<file path="config.mk">
export PLATFORM = sky130hd
export DESIGN_NAME = spi_mem_slave
export DESIGN_NICKNAME = d
export VERILOG_FILES = /design/src/rtl/spi_mem_pkg.sv /design/src/rtl/spi_mem_sync.sv /design/src/rtl/spi_mem_status.sv /design/src/rtl/spi_mem_array.sv /design/src/rtl/spi_mem_slave.sv
export SDC_FILE = /design/constraint.sdc
export NUM_CORES = 1
export LEC_CHECK = 0
export BUFFER_PORTS_ARGS = -buffer_cell sky130_fd_sc_hd__buf_2
export CAP_MARGIN = 20
export CORE_ASPECT_RATIO = 1.25
export CORE_MARGIN = 2
export CORE_UTILIZATION = 55
export CTS_BUF_LIST = sky130_fd_sc_hd__clkbuf_4
export CTS_CLUSTER_SIZE = 24
export DETAILED_ROUTE_END_ITERATION = 8
export GPL_ROUTABILITY_DRIVEN = 0
export PLACE_DENSITY = 0.7
export SYNTH_ARGS = -nofsm -noshare
export SYNTH_HDL_FRONTEND = slang
export SYNTH_SLANG_ARGS = --single-unit
</file>
<file path="constraint.sdc">
create_clock -name clk -period 3.5 [get_ports clk]
set_input_delay 0.525 -clock clk [delete_from_list [all_inputs] [get_ports clk]]
set_output_delay 0.525 -clock clk [all_outputs]
set_load 0.1 [all_outputs]
</file>
<file path="src/rtl/spi_mem_pkg.sv">
package spi_mem_pkg;

  typedef enum logic [3:0] {
    CMD_NONE,
    CMD_WREN,
    CMD_WRDI,
    CMD_RDSR,
    CMD_WRSR,
    CMD_READ,
    CMD_WRITE,
    CMD_SLEEP,
    CMD_WAKE
  } cmd_e;

  localparam logic [7:0] OPC_WREN  = 8'h06;
  localparam logic [7:0] OPC_WRDI  = 8'h04;
  localparam logic [7:0] OPC_RDSR  = 8'h05;
  localparam logic [7:0] OPC_WRSR  = 8'h01;
  localparam logic [7:0] OPC_READ  = 8'h03;
  localparam logic [7:0] OPC_WRITE = 8'h02;
  localparam logic [7:0] OPC_SLEEP = 8'hB9;
  localparam logic [7:0] OPC_WAKE  = 8'hAB;

  // Status byte bit positions
  localparam int ST_LOCK = 7;
  localparam int ST_BPH  = 3;
  localparam int ST_BPL  = 2;
  localparam int ST_WEL  = 1;

  function automatic cmd_e decode_op(logic [7:0] op, logic asleep);
    cmd_e c;
    case (op)
      OPC_WREN:  c = CMD_WREN;
      OPC_WRDI:  c = CMD_WRDI;
      OPC_RDSR:  c = CMD_RDSR;
      OPC_WRSR:  c = CMD_WRSR;
      OPC_READ:  c = CMD_READ;
      OPC_WRITE: c = CMD_WRITE;
      OPC_SLEEP: c = CMD_SLEEP;
      OPC_WAKE:  c = CMD_WAKE;
      default:   c = CMD_NONE;
    endcase
    if (asleep && (op != OPC_WAKE)) c = CMD_NONE;
    return c;
  endfunction

  // top2 holds the two most significant array address bits
  function automatic logic region_locked(logic [1:0] bp, logic [1:0] top2);
    logic r;
    case (bp)
      2'b00:   r = 1'b0;
      2'b01:   r = &top2;
      2'b10:   r = top2[1];
      default: r = 1'b1;
    endcase
    return r;
  endfunction

endpackage

</file>
<file path="src/rtl/spi_mem_sync.sv">
module spi_mem_sync #(
  parameter int W = 4,
  parameter int STAGES = 2,
  parameter logic [W-1:0] RST_VAL = '0
) (
  input  logic         clk,
  input  logic         rst_n,
  input  logic [W-1:0] d,
  output logic [W-1:0] q
);

  logic [W-1:0] chain [STAGES];

  always_ff @(posedge clk or negedge rst_n) begin
    if (!rst_n) chain[0] <= RST_VAL;
    else        chain[0] <= d;
  end

  for (genvar s = 1; s < STAGES; s++) begin : g_stage
    always_ff @(posedge clk or negedge rst_n) begin
      if (!rst_n) chain[s] <= RST_VAL;
      else        chain[s] <= chain[s-1];
    end
  end

  assign q = chain[STAGES-1];

endmodule

</file>
<file path="src/rtl/spi_mem_status.sv">
module spi_mem_status
  import spi_mem_pkg::*;
(
  input  logic       clk,
  input  logic       rst_n,
  input  logic       wel_set,
  input  logic       wel_clr,
  input  logic       sr_wr,
  input  logic [7:0] sr_din,
  input  logic       wp_n,
  input  logic       sleep_set,
  input  logic       sleep_clr,
  output logic [7:0] stat,
  output logic       asleep
);

  logic [7:0] stat_q, stat_d;
  logic       sleep_q, sleep_d;
  logic       sr_allowed;

  assign sr_allowed = stat_q[ST_WEL] && !(stat_q[ST_LOCK] && !wp_n);

  always_comb begin
    stat_d  = stat_q;
    sleep_d = sleep_q;
    if (sr_wr && sr_allowed) begin
      stat_d = {sr_din[7:2], stat_q[ST_WEL], sr_din[0]};
    end
    if (wel_set) stat_d[ST_WEL] = 1'b1;
    if (wel_clr) stat_d[ST_WEL] = 1'b0;
    if (sleep_set) sleep_d = 1'b1;
    if (sleep_clr) sleep_d = 1'b0;
  end

  always_ff @(posedge clk or negedge rst_n) begin
    if (!rst_n) begin
      stat_q  <= '0;
      sleep_q <= 1'b0;
    end else begin
      stat_q  <= stat_d;
      sleep_q <= sleep_d;
    end
  end

  assign stat   = stat_q;
  assign asleep = sleep_q;

endmodule

</file>
<file path="src/rtl/spi_mem_array.sv">
module spi_mem_array #(
  parameter int AW = 6,
  localparam int DEPTH = 1 << AW
) (
  input  logic          clk,
  input  logic          rst_n,
  input  logic          we,
  input  logic [AW-1:0] addr,
  input  logic [7:0]    wdata,
  output logic [7:0]    rdata
);

  logic [7:0] mem_q [DEPTH];

  always_ff @(posedge clk or negedge rst_n) begin
    if (!rst_n) begin
      for (int i = 0; i < DEPTH; i++) mem_q[i] <= '0;
    end else if (we) begin
      mem_q[addr] <= wdata;
    end
  end

  assign rdata = mem_q[addr];

endmodule

</file>
<file path="src/rtl/spi_mem_slave.sv">
module spi_mem_slave
  import spi_mem_pkg::*;
#(
  parameter int AW = 6,
  parameter int SYNC_STAGES = 2
) (
  input  logic clk,
  input  logic rst_n,
  input  logic spi_sclk,
  input  logic spi_cs_n,
  input  logic spi_mosi,
  input  logic spi_wp_n,
  output logic spi_miso,
  output logic spi_miso_oe
);

  localparam logic [2:0] IDX_MAX = 3'd5;  // opcode + 3 address + 1 data seen

  logic       sclk_s, cs_s, mosi_s, wp_s;
  logic       sclk_prev_q, cs_prev_q;
  logic       sclk_rise, sclk_fall, cs_fall, cs_rise;

  spi_mem_sync #(
    .W(4), .STAGES(SYNC_STAGES), .RST_VAL(4'b0110)
  ) u_sync (
    .clk(clk), .rst_n(rst_n),
    .d({spi_wp_n, spi_cs_n, spi_mosi, spi_sclk}),
    .q({wp_s, cs_s, mosi_s, sclk_s})
  );

  always_ff @(posedge clk or negedge rst_n) begin
    if (!rst_n) begin
      sclk_prev_q <= 1'b0;
      cs_prev_q   <= 1'b1;
    end else begin
      sclk_prev_q <= sclk_s;
      cs_prev_q   <= cs_s;
    end
  end

  assign sclk_rise = sclk_s & ~sclk_prev_q;
  assign sclk_fall = ~sclk_s & sclk_prev_q;
  assign cs_fall   = ~cs_s & cs_prev_q;
  assign cs_rise   = cs_s & ~cs_prev_q;

  logic          mode3_q, mode3_d;
  logic          seen_q, seen_d;
  logic          act_q, act_d;
  logic [2:0]    bit_cnt_q, bit_cnt_d;
  logic [2:0]    idx_q, idx_d;
  logic [7:0]    rx_q, rx_d, rx_byte;
  cmd_e          cmd_q, cmd_d;
  logic [AW-1:0] addr_q, addr_d;
  logic [7:0]    tx_q, tx_d;
  logic          oe_q, oe_d;

  logic       wel_set, wel_clr, sr_wr, slp_set, slp_clr, mem_we;
  logic [7:0] stat_w, mem_rdata;
  logic       asleep_w;

  assign rx_byte = {rx_q[6:0], mosi_s};

  always_comb begin
    mode3_d   = mode3_q;
    seen_d    = seen_q;
    act_d     = act_q;
    bit_cnt_d = bit_cnt_q;
    idx_d     = idx_q;
    rx_d      = rx_q;
    cmd_d     = cmd_q;
    addr_d    = addr_q;
    tx_d      = tx_q;
    oe_d      = oe_q;
    wel_set   = 1'b0;
    wel_clr   = 1'b0;
    sr_wr     = 1'b0;
    slp_set   = 1'b0;
    slp_clr   = 1'b0;
    mem_we    = 1'b0;

    if (cs_fall) begin
      mode3_d   = sclk_s;
      seen_d    = 1'b0;
      act_d     = 1'b1;
      bit_cnt_d = '0;
      idx_d     = '0;
      cmd_d     = CMD_NONE;
      oe_d      = 1'b0;
    end else if (cs_s) begin
      oe_d  = 1'b0;
      act_d = 1'b0;
      if (cs_rise && act_q && (bit_cnt_q == '0)) begin
        case (cmd_q)
          CMD_WREN:  wel_set = 1'b1;
          CMD_WRDI:  wel_clr = 1'b1;
          CMD_SLEEP: slp_set = 1'b1;
          CMD_WAKE:  slp_clr = 1'b1;
          CMD_WRITE: wel_clr = (idx_q == IDX_MAX);
          CMD_WRSR:  wel_clr = (idx_q >= 3'd2);
          default:   ;
        endcase
      end
    end else if (act_q) begin
      if (sclk_rise) begin
        seen_d    = 1'b1;
        rx_d      = rx_byte;
        bit_cnt_d = bit_cnt_q + 3'd1;
        if (bit_cnt_q == 3'd7) begin
          if (idx_q != IDX_MAX) idx_d = idx_q + 3'd1;
          if (idx_q == '0) begin
            cmd_d = decode_op(rx_byte, asleep_w);
          end else begin
            case (cmd_q)
              CMD_READ, CMD_WRITE: begin
                if (idx_q <= 3'd3) begin
                  addr_d = AW'({addr_q, rx_byte});
                end else if (cmd_q == CMD_WRITE) begin
                  mem_we = stat_w[ST_WEL] &&
                           !region_locked(stat_w[ST_BPH:ST_BPL], addr_q[AW-1 -: 2]);
                  addr_d = addr_q + 1'b1;
                end
              end
              CMD_WRSR: sr_wr = (idx_q == 3'd1);
              default:  ;
            endcase
          end
        end
      end else if (sclk_fall && (mode3_q || seen_q)) begin
        if (bit_cnt_q == '0) begin
          oe_d = 1'b0;
          if (cmd_q == CMD_RDSR && idx_q == 3'd1) begin
            tx_d = stat_w;
            oe_d = 1'b1;
          end else if (cmd_q == CMD_READ && idx_q >= 3'd4) begin
            tx_d   = mem_rdata;
            oe_d   = 1'b1;
            addr_d = addr_q + 1'b1;
          end
        end else begin
          tx_d = {tx_q[6:0], 1'b0};
        end
      end
    end
  end

  always_ff @(posedge clk or negedge rst_n) begin
    if (!rst_n) begin
      mode3_q   <= 1'b0;
      seen_q    <= 1'b0;
      act_q     <= 1'b0;
      bit_cnt_q <= '0;
      idx_q     <= '0;
      rx_q      <= '0;
      cmd_q     <= CMD_NONE;
      addr_q    <= '0;
      tx_q      <= '0;
      oe_q      <= 1'b0;
    end else begin
      mode3_q   <= mode3_d;
      seen_q    <= seen_d;
      act_q     <= act_d;
      bit_cnt_q <= bit_cnt_d;
      idx_q     <= idx_d;
      rx_q      <= rx_d;
      cmd_q     <= cmd_d;
      addr_q    <= addr_d;
      tx_q      <= tx_d;
      oe_q      <= oe_d;
    end
  end

  spi_mem_status u_status (
    .clk(clk), .rst_n(rst_n),
    .wel_set(wel_set), .wel_clr(wel_clr),
    .sr_wr(sr_wr), .sr_din(rx_byte), .wp_n(wp_s),
    .sleep_set(slp_set), .sleep_clr(slp_clr),
    .stat(stat_w), .asleep(asleep_w)
  );

  spi_mem_array #(.AW(AW)) u_array (
    .clk(clk), .rst_n(rst_n),
    .we(mem_we), .addr(addr_q), .wdata(rx_byte),
    .rdata(mem_rdata)
  );

  assign spi_miso    = tx_q[7];
  assign spi_miso_oe = oe_q;

endmodule

</file>
* After elaboration in Yosys (flattened, before gate mapping)
Cells that the tools add are included.
** Word-level totals
- Bits in registers :: 566
- Bits of input ports :: 6
- Output and inout port bits :: 2
- Logic and storage cells :: 269
** Operators by class
- Add/subtract/negate cells :: 3
- $lt $le $gt $ge :: 5
- Eq/ne operators :: 31
- Multiplexer cells :: 97
- Bitwise gates (word level) :: 11
- Reductions and logical operators :: 41
** Operators with widths (count)
- 512-bit bitwise mux :: 1
- 6-bit 2-to-1 mux :: 10
- 1-bit 2-to-1 mux :: 58
- 8-bit binary-select mux with 6-bit select :: 1
- 8-bit demux with 6-bit select :: 1
- 8-bit 2-to-1 mux :: 6
- 4-bit case mux with 8 select lines :: 1
- 3-bit 2-to-1 mux :: 10
- 4-bit 2-to-1 mux :: 7
- 8-bit by 3-bit == test with 1-bit output, second input constant :: 3
- 2-bit nonzero test :: 11
- 4-bit by 3-bit == test with 1-bit output, second input constant :: 4
- 8-bit by 2-bit == test with 1-bit output, second input constant :: 2
- 8-bit == test, second input constant :: 2
- 1-bit logical AND :: 11
- 11-bit AND reduction :: 1
- 5-bit AND reduction :: 2
- 3-bit by 1-bit != test with 1-bit output, second input constant :: 3
- 3-bit nonzero test :: 3
- 4-bit by 2-bit == test with 1-bit output, second input constant :: 2
- 8-bit by 1-bit == test with 1-bit output, second input constant :: 1
- 8-bit != test, second input constant :: 1
- 4-bit AND reduction :: 2
- 7-bit greater-or-equal comparator, second input constant :: 1
- 27 further kinds :: 44

* Depth between registers and ports, before layout
- Depth after elaboration :: 22
- Gate-level depth with buffers :: 10
- Depth with buffers taken out :: 8

* Cells and area by module
Synthesis repeated with hierarchy kept, for this count alone.
** Second synthesis, totals
- Cells, all modules :: 2037
- Area total of the unflattened synthesis :: 26511.7 um^2
** Modules (own cells, without submodules)
- spi_mem_array :: times used 1, cells each 1751, area an instance 23699.0 um^2, sequential area each 12812.3 um^2
- spi_mem_slave :: times used 1, cells each 250, area an instance 2228.4 um^2, sequential area each 927.1 um^2
- spi_mem_status :: times used 1, cells each 24, area an instance 349.1 um^2, sequential area each 225.2 um^2
- spi_mem_sync :: times used 1, cells each 12, area an instance 235.2 um^2, sequential area each 205.2 um^2

* Least setup slack after synthesis
OpenSTA, ideal clock, no wires.
- Path type :: reg-to-reg
- Start :: register idx_q[1]
- End :: register u_array.mem_q[264] (netlist name)
- Setup time :: 125 ps
- Arrival :: 2494 ps
- Data required time :: 3375 ps
- Path slack :: 881 ps
- Cell stages (with the launch flop) :: 9
- Buffers on the path :: 1
- Clock period less this slack :: 2619 ps
- Cell sequence :: dfrtp_1 ha_1 ha_1 or4b_1 nor4_4 buf_6 nand2_4 nor2_4 mux2_2
** Between the ends
- Word-level cells in the longest chain between the ends :: 9
- Elaborated cells on any way between the ends :: 10
- Those cells by class :: 1 x order compare; 8 x mux; 1 x reduce/logical
** RTL lines
- start: declaration :: line spi_mem_slave.sv:50 : logic [2:0] idx_q, idx_d;
- start signal: assignment :: line spi_mem_slave.sv:163 : idx_q <= idx_d;
- 3-bit by 2-bit <= comparator with 1-bit output :: line spi_mem_slave.sv:115 : if (idx_q <= 3'd3) begin
- 1-bit 2-to-1 mux :: line spi_mem_slave.sv:115
- 1-bit 2-to-1 mux :: line spi_mem_slave.sv:113 : case (cmd_q)
- 1-bit 2-to-1 mux (*) :: line spi_mem_slave.sv:110 : if (idx_q == '0) begin
- 1-bit 2-to-1 mux (*) :: line spi_mem_slave.sv:108 : if (bit_cnt_q == 3'd7) begin
- 1-bit 2-to-1 mux (*) :: line spi_mem_slave.sv:104 : if (sclk_rise) begin
- 1-bit 2-to-1 mux (*) :: line spi_mem_slave.sv:103 : end else if (act_q) begin
- 1-bit 2-to-1 mux (*) :: line spi_mem_slave.sv:89 : end else if (cs_s) begin
- 1-bit 2-to-1 mux (*) :: line spi_mem_slave.sv:81 : if (cs_fall) begin
- end signal: indexed assignment :: line spi_mem_array.sv:19 : mem_q[addr] <= wdata;
- end: declaration :: line spi_mem_array.sv:13 : logic [7:0] mem_q [DEPTH];
Every way passes the cells marked *; elsewhere a longest branch is shown, timed or not.
A chain may end at the register's enable or synchronous reset.

* Worst setup path after layout
- Start :: register addr_q[0]
- End :: register u_array.mem_q[246] (netlist name)
** Between the ends
- Word-level cells in the longest chain between the ends :: 6
- Elaborated cells on any way between the ends :: 7
- Those cells by class :: 2 x order compare; 3 x mux; 1 x bitwise; 1 x reduce/logical
** RTL lines
- start: declaration :: line spi_mem_slave.sv:53 : logic [AW-1:0] addr_q, addr_d;
- start signal: assignment :: line spi_mem_slave.sv:166 : addr_q <= addr_d;
- 6-bit NOT with 7-bit output (not written as such) (*) :: line spi_mem_array.sv:19
- 7-bit greater-or-equal comparator (not written as such) / 7-bit by 1-bit < comparator with 1-bit output (equally long branches) :: line spi_mem_array.sv:19
- 1-bit logical AND (not written as such) :: line spi_mem_array.sv:19
- 8-bit 2-to-1 mux (not written as such) :: line spi_mem_array.sv:19
- 8-bit demux with 6-bit select (*) :: line spi_mem_array.sv:19
- 512-bit bitwise mux (*) :: line spi_mem_array.sv:19
Marked as above.

==> results.yml <==
worst_setup_path:
  path_max_fanout: 31
  crit_arrival_ps: 3980
  required_ps: 4250
  rr_worst_depth: 4
  r2r_start: "addr_q[0]$_DFFE_PN0P_"
  cp_slowest_stage_delay_ps: 960
  ff2ff_setup_slack_ps: 280
  cp_slowest_cell: "nor3b_2"
  crit_type: "flop to flop"
  cp-end-kind: "flop"
  cp_cell_sequence: "buf_4, nor3b_2, nand2_1, mux2_2"
  r2r_end: "u_array.mem_q[246]$_DFFE_PN0P_"
  critPathLaunchType: "flop"
status:
  status: "completed"
layout:
  syn2layout_area_growth_pct: 11.7
  stdcell_area_um2: 29700
  drive_gt1_share_pct: 43.8
  fillers: 3791
  utilization_pct: 61.9
  nets: 2114
detailed_routing:
  routed.top_layer: "met4"
  drt_wl_total_um: 73700
  drc: 0
  wl_met2_um: 35300
  ant_nets: 0
  wl_per_cell_um: 25.9
  drt_iter0_markers: 1227
  vias: 18100
  dr_wl_met3_um: 5020
  wl_met1_um: 29300
  vias_per_cell: 6.36
  drtPass1Iterations: 5
power_and_ir_drop:
  pwr_density_cell_nw_per_um2: 442
  total_power_w: 0.0131
  ir_worst_vdd_uv: 255
  p_leak_nw: 14.2
sta:
  slew_violations: 0
  max_slew.worst_pin.slew_ps: 1150
  finClkSkew_ps: 60.4
  slew_headroom_pct: 22.8
  hold-worst-slack_ps: 281
  finalHoldViolCount: 0
  setup_violations: 0
  rsz0062_at_grt: "false"
  max_clock_freq_mhz: 310
  setup_tns_ps: 0
  layout_min_cycle_time_ps: 3220
  timing.final.crit_share_pct: 92.1
grt:
  antenna_found_initial: 1
  grt_usage_pct: 30.3
  grt_first_pass_wirelength_um: 116000
  first_global_vias: 19200
  grt_max_degree: 88
  overflow: 0
synthesis:
  synth_commonest_cells: "dfrtp_1, mux2_2, clkbuf_1"
  ys_seq_elements: 566
  synthArstFlopShare_pct: 100
  synth_edf_count: 0
  yosysWarnings: 0
  synth_cell_type_count: 74
  yosys.area.top_type_share_pct: 52.9
  synth.yosys.seq_area_share_pct: 53.3
  synth_top_area_cell: "dfrtp_1"
  synth_area_um2: 26600
  yosysMostFrequentCell: "dfrtp_1"
  synth_area_leaders: "dfrtp_1, mux2_2, mux2i_1, mux4_2, mux2_1"
  synth-main-ff-cell: "dfrtp_1"
  synthCells: 1993
  syn_avg_cell_area_um2: 13.3
  synth_fp_nets: 2008
place:
  dp_hpwl_um: 48200
  place_area_um2: 27600
  io_buffers: 7
floorplan:
  io_pins: 8
  rows: 90
  start_util_pct: 55.4
  dieArea_um2: 50100
  core_um2: 48000
  die_x_um: 201
  fp.dieH_um: 250
clock_tree:
  tritoncts: "done"
  clkTransAtPathRegs_ps: 80
  cts_setup_buffers: 0
  clockRootBuffer: "clkbuf_4"
  htreeDepth: 4
  cts.sinks: 566
  numCtsBuffers: 146
  clk_latency_ps: 890
  cts_resized: 0
  cts_buffer_depth: 3
flow_run:
  max_cap_violations: 0
worst_hold_path:
  hp-class: "input pin to async pin"
## flip-flops by register name, indices dropped and copies added, names as in the netlist, 3 cells and up
name / flops
addr_q: 6
u_sync.q: 4
cmd_q: 4
idx_q: 3
bit_cnt_q: 3
rx_q: 7
u_sync.chain: 4
tx_q: 8
u_status.stat: 8
u_array.mem_q: 512
## area by class of cell
cell class              instances  area (µm²)  share of cell area, %
clock buffers                 216        1620                   5.47
inverters                      14        52.6                  0.177
flip-flops and latches        566       14200                   47.8
diodes                          1        2.50                0.00843
well taps                     644         806                   2.72
multi-input cells            1268       11800                   39.6
repair buffers                103         891                   3.00
clock inverters                31         354                   1.19
## worst max-delay path by stage
stage | from | end | slack (ps)
floorplan | idx_q[1]$_DFFE_PN0P_ | u_array.mem_q[264]$_DFFE_PN0P_ | 880
global placement | addr_q[0]$_DFFE_PN0P_ | u_array.mem_q[244]$_DFFE_PN0P_ | 380
detailed placement | addr_q[0]$_DFFE_PN0P_ | u_array.mem_q[246]$_DFFE_PN0P_ | 340
CTS | addr_q[0]$_DFFE_PN0P_ | u_array.mem_q[246]$_DFFE_PN0P_ | 330
global route | idx_q[1]$_DFFE_PN0P_ | u_array.mem_q[112]$_DFFE_PN0P_ | 210
finish | addr_q[0]$_DFFE_PN0P_ | u_array.mem_q[246]$_DFFE_PN0P_ | 280
## logic make-up (layout without fill, tap and decap cells)
logic type               Yosys count  in the layout  share of synthesized area, %
multiplexers                     674            674                          29.5
flip-flops                       566            566                          53.3
AND/OR/NAND/NOR                  292            292                          6.25
AO/OA/AOI/OAI                    291            291                          7.97
buffers and inverters            159            364                          2.44
adder cells (fa/ha/maj)            9              9                         0.424
XOR/XNOR                           2              2                        0.0660
other                              0              1                             0
## layout by cell type, fill, tap and decap left out, drive strengths merged, types with 12 or more instances in the layout
master / n
mux2: 571
dfrtp: 561
clkbuf: 216
nor2: 110
buf: 98
nand2: 91
mux2i: 73
a221oi: 55
a22oi: 43
o21ai: 39
a21oi: 35
o22ai: 30
mux4: 30
clkinv: 22
inv: 14
nand3: 13
a31oi: 13
a221o: 13
o22a: 12
nor2b: 12
## layer usage
metal / vias up / track usage, %
li1: 7677 / -
met1: 9408 / 38.8
met2: 773 / 47.9
met3: 229 / 5.95
met4: 0 / 18.6
met5: - / 0
## power by group
part	internal, W	switching [W]	total [W]
combinational	0.0000738	0.000260	0.000334
sequential	0.00656	0.0000789	0.00664
clock	0.00346	0.00266	0.00613
total	0.0101	0.00300	0.0131
## stage by stage
step | worst slack [ps] | instances
2_1_floorplan | 881 | 1993
3_3_place_gp | 376 | 2590
3_5_place_dp | 344 | 2590
4_1_cts | 326 | 2842
5_1_grt | 213 | 2843
6_report | 276 | 2843
## worst max-delay path, delay by kind of cell (launching register included)
| family | cells | cell delay [ps] |
|---|---|---|
| buffers and inverters | 1 | 330 |
| and+or+nand+nor | 2 | 1580 |
| DFF | 1 | 720 |
| muxes | 1 | 450 |
## repair_timing
action / 4_1_cts / 5_1_grt
setup endpoints to repair: 0 / 0
hold buffers: 5 / 0
hold endpoints to repair: 78 / 0
No activity file was read; power rests on OpenSTA's default activity.
